File: config.mk
export PLATFORM = sky130hd
export DESIGN_NAME = lwa_aligner
export DESIGN_NICKNAME = d
export VERILOG_FILES = /design/src/rtl/lwa_pkg.sv /design/src/rtl/lwa_slip_window.sv /design/src/rtl/lwa_lane_fsm.sv /design/src/rtl/lwa_sample_pack.sv /design/src/rtl/lwa_aligner.sv
export SDC_FILE = /design/constraint.sdc
export NUM_CORES = 1
export LEC_CHECK = 0
export ABC_CLOCK_PERIOD_IN_PS = 2200
export CORE_MARGIN = 2
export CORE_UTILIZATION = 35
export DETAILED_ROUTE_END_ITERATION = 8
export GPL_TIMING_DRIVEN = 1
export PLACE_DENSITY = 0.62
export SYNTH_ARGS = -nofsm -noshare
export SYNTH_HDL_FRONTEND = slang
export SYNTH_SLANG_ARGS = --single-unit
File: constraint.sdc
create_clock -name clk_i -period 2.2 [get_ports clk_i]
set_input_delay 0.44 -clock clk_i [delete_from_list [all_inputs] [get_ports clk_i]]
set_output_delay 0.44 -clock clk_i [all_outputs]
set_load 0.05 [all_outputs]
File: src/rtl/lwa_pkg.sv
package lwa_pkg;
    typedef enum logic [2:0] {
        ST_IDLE,
        ST_SETTLE,
        ST_CHECK,
        ST_LOCKED,
        ST_FAILED
    } lane_state_e;
endpackage

File: src/rtl/lwa_slip_window.sv
module lwa_slip_window #(
    parameter int W  = 8,
    parameter int OW = $clog2(W)
) (
    input  logic          clk_i,
    input  logic          rst_ni,
    input  logic [W-1:0]  raw_i,
    input  logic [OW-1:0] off_i,
    output logic [W-1:0]  win_o
);
    logic [W-1:0]   prev_q;
    logic [W-1:0]   win_q;
    logic [2*W-1:0] cat_sh;

    // older word in the upper half, shift right by the slip offset
    assign cat_sh = {prev_q, raw_i} >> off_i;

    always_ff @(posedge clk_i or negedge rst_ni) begin
        if (!rst_ni) begin
            prev_q <= '0;
            win_q  <= '0;
        end else begin
            prev_q <= raw_i;
            win_q  <= cat_sh[W-1:0];
        end
    end

    assign win_o = win_q;
endmodule

File: src/rtl/lwa_lane_fsm.sv
module lwa_lane_fsm
    import lwa_pkg::*;
#(
    parameter int          W         = 8,
    parameter logic [W-1:0] TRAIN    = 8'h0F,
    parameter int          SETTLE    = 4,
    parameter int          LOCK_RUN  = 8,
    parameter int          MAX_SLIPS = 2 * W,
    parameter int          OW        = $clog2(W)
) (
    input  logic          clk_i,
    input  logic          rst_ni,
    input  logic          start_i,
    input  logic [W-1:0]  win_i,
    output logic [OW-1:0] off_o,
    output logic          lock_o,
    output logic          err_o
);
    localparam int SCW = $clog2(SETTLE + 1);
    localparam int MCW = $clog2(LOCK_RUN + 1);
    localparam int SLW = $clog2(MAX_SLIPS + 1);

    lane_state_e    state_q, state_d;
    logic [SCW-1:0] settle_q;
    logic [MCW-1:0] match_q;
    logic [SLW-1:0] slips_q;
    logic [OW-1:0]  off_q;
    logic           hit;
    logic           settle_done;
    logic           run_done;
    logic           slips_out;

    assign hit         = (win_i == TRAIN);
    assign settle_done = (settle_q == SCW'(SETTLE - 1));
    assign run_done    = (match_q == MCW'(LOCK_RUN - 1));
    assign slips_out   = (slips_q == SLW'(MAX_SLIPS));

    // next-state logic
    always_comb begin
        state_d = state_q;
        unique case (state_q)
            ST_IDLE:   state_d = ST_IDLE;
            ST_SETTLE: if (settle_done) state_d = ST_CHECK;
            ST_CHECK: begin
                if (hit) begin
                    if (run_done) state_d = ST_LOCKED;
                end else if (slips_out) begin
                    state_d = ST_FAILED;
                end else begin
                    state_d = ST_SETTLE;
                end
            end
            ST_LOCKED: state_d = ST_LOCKED;
            ST_FAILED: state_d = ST_FAILED;
            default:   state_d = ST_IDLE;
        endcase
        if (start_i) state_d = ST_SETTLE;
    end

    // state register
    always_ff @(posedge clk_i or negedge rst_ni) begin
        if (!rst_ni) state_q <= ST_IDLE;
        else         state_q <= state_d;
    end

    // counters and slip offset
    always_ff @(posedge clk_i or negedge rst_ni) begin
        if (!rst_ni) begin
            settle_q <= '0;
            match_q  <= '0;
            slips_q  <= '0;
            off_q    <= '0;
        end else if (start_i) begin
            settle_q <= '0;
            match_q  <= '0;
            slips_q  <= '0;
            off_q    <= '0;
        end else begin
            unique case (state_q)
                ST_SETTLE: settle_q <= settle_done ? '0 : settle_q + SCW'(1);
                ST_CHECK: begin
                    if (hit) begin
                        match_q <= match_q + MCW'(1);
                    end else begin
                        match_q <= '0;
                        if (!slips_out) begin
                            off_q   <= off_q + OW'(1);
                            slips_q <= slips_q + SLW'(1);
                        end
                    end
                end
                default: ;
            endcase
        end
    end

    // outputs
    always_comb begin
        off_o  = off_q;
        lock_o = (state_q == ST_LOCKED);
        err_o  = (state_q == ST_FAILED);
    end
endmodule

File: src/rtl/lwa_sample_pack.sv
module lwa_sample_pack #(
    parameter int LANES = 8,
    parameter int W     = 8,
    parameter int CH    = LANES / 2,
    parameter int SW    = 2 * W
) (
    input  logic               clk_i,
    input  logic               rst_ni,
    input  logic [LANES*W-1:0] win_i,
    input  logic [LANES-1:0]   lock_i,
    input  logic               train_i,
    output logic [CH*SW-1:0]   sample_o,
    output logic               valid_o
);
    logic valid_q;

    for (genvar c = 0; c < CH; c++) begin : g_ch
        logic [SW-1:0] smp_q;
        always_ff @(posedge clk_i or negedge rst_ni) begin
            if (!rst_ni) smp_q <= '0;
            else         smp_q <= {win_i[(2*c)*W +: W], win_i[(2*c+1)*W +: W]};
        end
        assign sample_o[c*SW +: SW] = smp_q;
    end

    always_ff @(posedge clk_i or negedge rst_ni) begin
        if (!rst_ni) valid_q <= 1'b0;
        else         valid_q <= (&lock_i) & ~train_i;
    end

    assign valid_o = valid_q;
endmodule

File: src/rtl/lwa_aligner.sv
module lwa_aligner #(
    parameter int          LANES    = 8,
    parameter int          W        = 8,
    parameter logic [W-1:0] TRAIN   = 8'h0F,
    parameter int          SETTLE   = 4,
    parameter int          LOCK_RUN = 8
) (
    input  logic                 clk_i,
    input  logic                 rst_ni,
    input  logic                 start_i,
    input  logic                 train_i,
    input  logic [LANES*W-1:0]   raw_i,
    output logic [LANES*W-1:0]   sample_o,
    output logic                 valid_o,
    output logic [LANES-1:0]     lock_o,
    output logic [LANES-1:0]     err_o
);
    localparam int OW = $clog2(W);

    logic [LANES*W-1:0] win_all;

    for (genvar l = 0; l < LANES; l++) begin : g_lane
        logic [OW-1:0] off;

        lwa_slip_window #(.W(W), .OW(OW)) win_i (
            .clk_i  (clk_i),
            .rst_ni (rst_ni),
            .raw_i  (raw_i[l*W +: W]),
            .off_i  (off),
            .win_o  (win_all[l*W +: W])
        );

        lwa_lane_fsm #(
            .W(W), .TRAIN(TRAIN), .SETTLE(SETTLE),
            .LOCK_RUN(LOCK_RUN), .MAX_SLIPS(2 * W), .OW(OW)
        ) fsm_i (
            .clk_i   (clk_i),
            .rst_ni  (rst_ni),
            .start_i (start_i),
            .win_i   (win_all[l*W +: W]),
            .off_o   (off),
            .lock_o  (lock_o[l]),
            .err_o   (err_o[l])
        );
    end

    lwa_sample_pack #(.LANES(LANES), .W(W), .CH(LANES / 2), .SW(2 * W)) pack_i (
        .clk_i    (clk_i),
        .rst_ni   (rst_ni),
        .win_i    (win_all),
        .lock_i   (lock_o),
        .train_i  (train_i),
        .sample_o (sample_o),
        .valid_o  (valid_o)
    );
endmodule

# == Word level (Yosys, flattened, before mapping) ==
# Index checks and enable logic that the tools add are counted.
# word_totals
reg_bits,337
input_bits,68
output_inout_bits,81
# classes
add_sub_neg,32
eq_ne,96
n_shift,8
n_mux,160
bitwise_logic,2
reduce_logical,33
# ops
cell,count
3-bit 2-to-1 mux,96
5-bit 2-to-1 mux,32
16-bit by 3-bit >> shifter with 8-bit output,8
4-bit 2-to-1 mux,24
3-bit case mux with 4 select lines,8
3-bit by 2-bit equality test with 1-bit output (second input constant),24
8-bit by 4-bit equality test with 1-bit output (second input constant),8
3-bit by 1-bit adder with 3-bit output (second input constant),16
5-bit by 1-bit adder with 5-bit output (second input constant),8
5-bit equality test (second input constant),8
4-bit by 1-bit adder with 4-bit output (second input constant),8
4-bit by 3-bit equality test with 1-bit output (second input constant),8
2-bit != test (second input constant),16
4-bit != test (second input constant),8
2-bit nonzero test,16
3-bit by 1-bit equality test with 1-bit output (second input constant),8
3-bit equality test (second input constant),8
3-bit by 2-bit != test with 1-bit output (second input constant),8
3-bit AND reduction,8
2-bit AND reduction,8
8-bit AND reduction,1
1-bit bitwise AND,1
1-bit inverter,1

# == Depth between registers and ports, before layout ==
# Gate-level depths: netlist of run 1.
# logic_depth
depth_word,5
mapped_depth,6

# == Hierarchy ==
# From an unflattened synthesis of run 1, not the netlist that was laid out.
# unflattened
hier_cells,1140
area_unflattened_um2,15519.9
# by_module_without_submodules
mod,instances,cells_each,area_per_inst_um2
lwa_lane_fsm (g_lane[1].fsm_i ...),6,98,1019.7
lwa_slip_window,8,36,716.9
lwa_sample_pack,1,68,1652.8
lwa_lane_fsm (g_lane[7].fsm_i),1,98,1014.7
lwa_lane_fsm (g_lane[0].fsm_i),1,98,998.5

# == Worst setup path before layout of run 1 ==
# No wires, ideal clock.
# synth_path
path_kind,reg2reg
startpoint,register g_lane[6].win_i.win_q[5]
endpoint,register g_lane[6].fsm_i.match_q[3]
setup_time_ns,0.076
arrival_time_ns,1.934
path_slack_ns,0.190
path_stages_with_launch,6
n_path_buf,1
path_cell_list,dfrtp_1 or4_1 buf_2 or4b_4 or3_1 o21ai_1
# synth_between
elab_chain_cells,4
# synth_lines
item,line,rtl
from (decl),lwa_slip_window.sv:12,logic [W-1:0] win_q;
from (signal assigned),lwa_slip_window.sv:24,win_q <= cat_sh[W-1:0];
8-bit by 4-bit equality test with 1-bit output,lwa_lane_fsm.sv:33,assign hit = (win_i == TRAIN);
4-bit 2-to-1 mux,lwa_lane_fsm.sv:82,if (hit) begin
4-bit 2-to-1 mux,lwa_lane_fsm.sv:79,unique case (state_q)
4-bit 2-to-1 mux,lwa_lane_fsm.sv:73,end else if (start_i) begin
to (signal assigned),lwa_lane_fsm.sv:83,match_q <= match_q + MCW'(1);
to (decl),lwa_lane_fsm.sv:25,logic [MCW-1:0] match_q;
# Every way passes these cells. The select of a mux whose other input is x is not followed.
# A chain may end at the register's enable or synchronous reset.

# == Worst setup path in the final report of run 1 ==
# layout_path
startpoint,register pack_i.g_ch[3].smp_q[11]
endpoint,output port sample_o[59]
# layout_rtl
item,line,rtl
from (decl),lwa_sample_pack.sv:18,logic [SW-1:0] smp_q;
from (signal assigned),lwa_sample_pack.sv:21,"else smp_q <= {win_i[(2*c)*W +: W], win_i[(2*c+1)*W +: W]};"
to (decl),lwa_aligner.sv:13,"output logic [LANES*W-1:0] sample_o,"
# No word-level cell between the ends.

==> results of run 1 <==
==> per-layer routing <==
metal | vias to the layer above | routed length, µm
met5 | - | 0
met4 | 0 | 791
met3 | 55 | 1410
met2 | 152 | 14500
met1 | 4983 | 14200
li1 | 5286 | -
==> area by class of cell <==
cell class	instances	area share (%)
multi-input combinational	966	34.8
inverter	29	0.569
sequential	329	43.1
clock buffer	50	5.63
clock inverter	19	1.56
timing repair buffer	199	10.6
tap	585	3.83
==> cells by family after synthesis <==
kind of cell,after synthesis
and+or+nand+nor,433
DFF,329
AOI/OAI and AO/OA,260
muxes,180
buffers and inverters,120
xor gates and xnor gates,53
adders and majority gates,40
==> layout by cell type (no fill, tap or decap), types with 11 or more instances in the layout <==
| cell | count |
|---|---|
| ha_1 | 40 |
| clkbuf_16 | 39 |
| o2111ai_1 | 14 |
| o21ai_0 | 88 |
| a21oi_1 | 92 |
| buf_12 | 14 |
| mux2i_1 | 129 |
| a211oi_1 | 13 |
| or4_1 | 13 |
| or3b_2 | 11 |
| o211ai_1 | 22 |
| clkdlybuf4s50_1 | 122 |
| and3_1 | 16 |
| xor2_1 | 39 |
| inv_1 | 29 |
| nand3_1 | 23 |
| nor3_1 | 11 |
| nor2_1 | 122 |
| nor2b_1 | 21 |
| nor3b_1 | 23 |
| buf_4 | 53 |
| nand2_1 | 100 |
| nand2b_1 | 39 |
| mux2_2 | 51 |
| xnor2_1 | 14 |
| dfrtp_1 | 328 |
==> path summary, 6_finish.rpt <==
check,from,endpoint,slack [ps],cells after the start
max,pack_i.g_ch[3].smp_q[11],sample_o[59],60,1
min in group asynchronous,rst_ni,g_lane[5].fsm_i.slips_q[0],440,2
max in group asynchronous,rst_ni,pack_i.g_ch[0].smp_q[10],1060,3
min reg2reg,g_lane[1].win_i.win_o[5],pack_i.g_ch[0].smp_q[5],360,0
max reg2reg,g_lane[0].win_i.win_o[5],g_lane[0].fsm_i.state_q[0],160,3
min,raw_i[17],g_lane[2].win_i.prev_q[1],360,1
==> timing repair <==
| action | 4_1_cts | 5_1_grt |
|---|---|---|
| hold buffers | 1 | 0 |
| endpoints found under the hold margin | 41 | 0 |
| endpoints found under the setup margin | 3 | 10 |
| resized for setup | 3 | 10 |
| cloned | 0 | 0 |
==> flip-flops by register name, summed over array words and instances, names as in the netlist <==
name and cells:
g_lane.fsm_i.off_o 24, g_lane.fsm_i.slips_q 40, g_lane.win_i.prev_q 56, pack_i.valid_o 1
g_lane.fsm_i.settle_q 24, g_lane.fsm_i.state_q 24, g_lane.win_i.win_o 64, pack_i.g_ch.smp_q 64
g_lane.fsm_i.match_q 32
==> stage by stage <==
| step | instances | area, µm² | power [W] | setup slack, ps | utilization [%] |
|---|---|---|---|---|---|
| 6_report | 2177 | 19100 | 0.0163 | 59.1 | 44.2 |
| 5_1_grt | 2177 | 19100 | 0.0172 | 0.575 | 44.2 |
| 4_1_cts | 2177 | 19100 | 0.0166 | 2.24 | 44.1 |
| 3_5_place_dp | 2107 | 17700 | 0.00962 | 176 | 40.9 |
| 3_3_place_gp | 2107 | 17700 | 0.00956 | 196 | 40.9 |
| 2_1_floorplan | 1415 | 15400 | 0.00860 | 190 | - |
==> report_power, final <==
group,switching (W),leakage [nW],internal (W),total [W]
combinational,0.00149,3.16,0.00113,0.00261
sequential,0.000368,4.11,0.00651,0.00687
clock,0.00253,0.668,0.00430,0.00683
==> results.md, run 1 <==
- Worst relative slew slack: 50.7%
- Area of the multi-input gates: 6650 µm²
- Worst Path Required: 1760 ps
- Die width: 214 µm
- Final Critical Period: 2140 ps
- Reg area: 8230 µm²
- CTS clk-pin slew, worst paths: 60 ps
- Met1 global-route usage: 18.5%
- Met3 GRT Util: 3.50%
- IO buf count: 148
- Final Wtd Congestion: 0.809
- CP Cell Sequence: clkdlybuf4s50_1
- Max-Cap Viols: 0
- Post-synthesis cell area: 15400 µm²
- Top cell type's share of synthesized area: 53.5%
- Post-synthesis compound-gate area fraction: 9.90%
- Post-Synthesis Cells: 1415
- Ys flop type: dfrtp_1
- Post-synthesis sequential area ratio: 53.5%
- Run status: completed
- Fillcell total: 3979
- Fin. Hold Viols: 0
- Number of I/O pins: 149
- CTS Buf Count: 38
- Row count: 76
- # nets final: 1671
- Adder-Cell Fraction of Synth Area: 3.25%
- CP arrival: 1700 ps
- Core Box Area: 43300 µm²
- CTS tree: done
- XOR/XNOR Fraction of Synth Area: 3.01%
- P per Cell Area: 853 nW/µm²
- # H-tree levels: 2
- Die area: 45700 µm²
- Ant diodes: 0
- Area growth from synthesis to layout: 24.2%
- Syn nets: 1523
- Mean post-synth cell area: 10.9 µm²
- Slew Viols, Final: 0
- DRT antenna net count: 0
- Remaining DRCs: 0
- First-pass GRT wire length: 52.1 mm
- Fmax: 467 MHz
- Initial Util: 35.6%
- FF+latch count, synth: 329
- Vias/cell: 4.81
- Met2 Use GR: 22.6%
- Layout cells sized above 1: 13.1%
- Gr busiest metal: met2
- Static Leak: 7.94 nW
- Worst-Margin Slew: 729 ps
- EDFF count, synth: 0
- WL/cell: 14.2 µm
- Post-Synth Simple-Gate Area: 14.9%
- Vias in the first global route: 10500
- Final wirelength: 30.9 mm
- Gr ovfl total: 0
- GRT Total Usage: 14.0%
- Ranking of synthesized cells by area: dfrtp_1 53%, mux2i_1 8.4%, mux2_2 3.7%
- Post-synth top cells: 329 x dfrtp_1, 129 x mux2i_1, 122 x nor2_1
- Post-CTS setup buffers: 0
- Hold WS: 359 ps
- Hold crit path type: in2reg
- Via count: 10500
- Main combinational cell family by area after synthesis: simple AND/OR/NAND/NOR gates
- Synth warnings: 0
- Cell taking the most area after synthesis: dfrtp_1
- CP endpoint kind: output port
- Setup Viol. Count Final: 0
- Post-Route Setup TNS: 0 ps
- Largest net degree at the start of global routing: 53
- CP top delay family: buffers and inverters
- Post-synthesis cell type count: 58
- DRT Pass-1 Iters: 4
- Initial DRC count: 492
- Clk buf depth: 3
- Clock Latency Late Sink: 540 ps
- Max Clock Skew: 11.2 ps
- Worst IR Drop VDD: 0.518 mV
- Async SR Flop Fraction: 100%
- Top-count cell post-synth: dfrtp_1
- Worst Path Max Fanout: 1
- CP peak stage delay: 820 ps
- Vert. Die Dim: 214 µm
- CP max-delay cell: clkdlybuf4s50_1
- Clock Sinks: 329
- Mux contribution to synthesized area: 12.1%
- Initial antenna violation count: 0
- HPWL Detailed: 21.9 mm
- Final period utilization: 97.3%
- Critical path launch point type: flop
- CP Buf/Inv Count: 1
- Critical path class: reg2out
- Clock root buffer: clkbuf_16
- RSZ-0062 raised after global routing: no
Power figures use the tool's default switching activity.
==> run 2, diff against run 1 <==
--- a/config.mk
+++ b/config.mk
@@ -5,7 +5,7 @@
 export SDC_FILE = /design/constraint.sdc
 export NUM_CORES = 1
 export LEC_CHECK = 0
-export ABC_CLOCK_PERIOD_IN_PS = 2200
+export ABC_CLOCK_PERIOD_IN_PS = 2100
 export CORE_MARGIN = 2
 export CORE_UTILIZATION = 35
 export DETAILED_ROUTE_END_ITERATION = 8
==> constraint.sdc (replaced) <==
create_clock -name clk_i -period 2.1 [get_ports clk_i]
set_input_delay 0.42 -clock clk_i [delete_from_list [all_inputs] [get_ports clk_i]]
set_output_delay 0.42 -clock clk_i [all_outputs]
set_load 0.05 [all_outputs]
==> results.md, run 2 (synthesized netlist as in run 1, its figures left out) <==
- Hold crit path type: in2reg (unchanged)
- CP endpoint kind: output port (unchanged)
- DRT Pass-1 Iters: 4 (unchanged)
- Static Leak: 7.98 nW (was 7.94 nW)
- Fin. Hold Viols: 0 (unchanged)
- CP peak stage delay: 440 ps (was 820 ps)
- Via count: 10500 (about the same)
- CP max-delay cell: dfrtp_1 (was clkdlybuf4s50_1)
- CTS tree: done (unchanged)
- Post-CTS setup buffers: 0 (unchanged)
- Initial Util: 35.6% (unchanged)
- Critical path class: reg2out (unchanged)
- Clk buf depth: 3 (unchanged)
- Setup Viol. Count Final: 0 (unchanged)
- WL/cell: 14.3 µm (was 14.2 µm)
- Pint: 0.0121 W (was 0.0119 W)
- GRT Total Usage: 14.1% (was 14.0%)
- Worst Path Required: 1680 ps (was 1760 ps)
- Clock Sinks: 329 (unchanged)
- Final Cell Area: 19100 µm² (about the same)
- # nets final: 1680 (was 1671)
- Reg area: 8240 µm² (was 8230 µm²)
- Fin util: 44.1% (was 44.2%)
- IO buf count: 148 (unchanged)
- Layout cells sized above 1: 13.9% (was 13.1%)
- Area growth from synthesis to layout: 24.0% (was 24.2%)
- RSZ-0062 raised after global routing: no (unchanged)
- Vias in the first global route: 10600 (was 10500)
- Most frequent cells in the layout: 327 x dfrtp_1, 129 x mux2i_1, 121 x nor2_1, 100 x nand2_1, 92 x a21oi_1 (was 328 x dfrtp_1, 129 x mux2i_1, 122 x nor2_1, 122 x clkdlybuf4s50_1, 100 x nand2_1)
- Largest net degree at the start of global routing: 58 (was 53)
- # H-tree levels: 2 (unchanged)
- Max Clock Skew: 9.53 ps (was 11.2 ps)
- Run status: completed (unchanged)
- Final Critical Period: 2010 ps
- Die width: 214 µm (unchanged)
- Fmax: 498 MHz
- Worst IR Drop VDD: 0.522 mV (was 0.518 mV)
- CP arrival: 1590 ps (was 1700 ps)
- Most common cell after layout, fill and taps aside: dfrtp_1 (unchanged)
- Gr ovfl total: 0 (unchanged)
- Post-Route Setup TNS: 0 ps (unchanged)
- Gate power share: 16.2% (was 16.0%)
- Hold depth: 3 (was 1)
- Vert. Die Dim: 214 µm (unchanged)
- Clock Latency Late Sink: 540 ps (about the same)
- Final Wtd Congestion: 0.804 (was 0.809)
- Final wirelength: 31.2 mm (was 30.9 mm)
- Max-Cap Viols: 0 (unchanged)
- Row count: 76 (unchanged)
- Die area: 45700 µm² (unchanged)
- Critical path launch point type: flop (unchanged)
- Clock root buffer: clkbuf_16 (unchanged)
- Core Box Area: 43300 µm² (unchanged)
- Sw Share: 27.5% (was 26.9%)
- Worst-Margin Slew: 724 ps (was 729 ps)
- CTS clk-pin slew, worst paths: 60 ps (about the same)
- Switching power: 0.00459 W (was 0.00438 W)
- Worst Path Max Fanout: 8 (was 1)
- CTS Buf Count: 38 (unchanged)
- Slew Viols, Final: 0 (unchanged)
- HPWL Detailed: 22.0 mm (was 21.9 mm)
- P per Cell Area: 873 nW/µm² (was 853 nW/µm²)
- Final period utilization: 95.7%
- Vias/cell: 4.81 (about the same)
- Initial DRC count: 537 (was 492)
- Initial antenna violation count: 0 (unchanged)
- Remaining DRCs: 0 (unchanged)
- CP Cell Sequence: and3b_1 > buf_12 (was clkdlybuf4s50_1)
- R2r setup slk: 140 ps (was 160 ps)
- DRT antenna net count: 0 (unchanged)
- Sequential power share: 43.2% (was 42.1%)
- Number of I/O pins: 149 (unchanged)
- Worst relative slew slack: 51.1% (was 50.7%)
- Fillcell total: 4028 (was 3979)
- Placed cell areas: 17800 µm² (was 17700 µm²)
- Area of the multi-input gates: 6670 µm² (was 6650 µm²)
- Ant diodes: 0 (unchanged)
- Clk pwr share: 40.5% (was 41.9%)
- First-pass GRT wire length: 52.7 mm (was 52.1 mm)
- Reg2Reg Depth: 4 (was 3)
==> run 2: cell types whose count changed in the layout (fill, tap and decap cells not counted), moves of 3 or more <==
cell and change:
dlygate4sd2_1 +65, clkdlybuf4s50_1 -57, dlymetal6s2s_1 -8, buf_4 +5
bufinv_16 -5, and2_4 +4, buf_12 +4, clkbuf_8 +3
==> run 2: what timing repair did <==
item,CTS,global route
setup endpoints to repair,71,8
hold buffers,1,0
resized for setup,71,10
endpoints found under the hold margin,46,0
==> run 2: layout make-up <==
type                       instances  area share, %
tap                              585           3.83
sequential                       329           43.1
clock inverter                    13          0.721
multi-input combinational        966           34.9
clock buffer                      54           6.10
inverter                          29          0.570
timing repair buffer             208           10.7
==> run 2: worst max-delay path: cells and delay by family, from the launching register on <==
kind / cells / cell delay [ps]
buf+inv: 1 / 180
flops: 1 / 440
simple gates: 1 / 420
==> run 2: path summary, 6_finish.rpt <==
| kind | from | to |
|---|---|---|
| max | g_lane[1].fsm_i.state_q[2] | lock_o[1] |
| min | start_i | g_lane[6].fsm_i.state_q[2] |
| max reg2reg | g_lane[6].win_i.win_o[5] | g_lane[6].fsm_i.match_q[3] |
| min reg2reg | g_lane[1].win_i.win_o[7] | pack_i.g_ch[0].smp_q[7] |
| max in group asynchronous | rst_ni | g_lane[0].win_i.win_o[3] |
| min in group asynchronous | rst_ni | g_lane[6].fsm_i.match_q[3] |
==> run 2: per-stage QoR <==
stage	cells	worst slack, ps	hold WS (ps)	power, W
2_1_floorplan	1415	89.8	124	0.00901
3_3_place_gp	2116	140	348	0.0100
3_5_place_dp	2116	131	355	0.0101
4_1_cts	2184	8.91	270	0.0169
5_1_grt	2184	3.71	294	0.0175
6_report	2184	91.0	291	0.0167
==> run 2: routing by layer <==
metal / up-vias / wire (µm) / global-route usage, %
li1: 5266 / - / -
met1: 5054 / 14700 / 18.9
met2: 124 / 14800 / 23.1
met3: 52 / 1160 / 3.22
met4: 0 / 604 / 4.07
met5: - / 0 / 0
==> run 2: power by group through the flow <==
stage | clock network [W] | registers [W] | logic [W]
after CTS | 0.00698 | 0.00720 | 0.00274
after floorplan | 0 | 0.00750 | 0.00150
after global routing | 0.00726 | 0.00729 | 0.00299
after detailed placement | 0 | 0.00732 | 0.00278
after global placement | 0 | 0.00729 | 0.00273
final | 0.00675 | 0.00721 | 0.00271
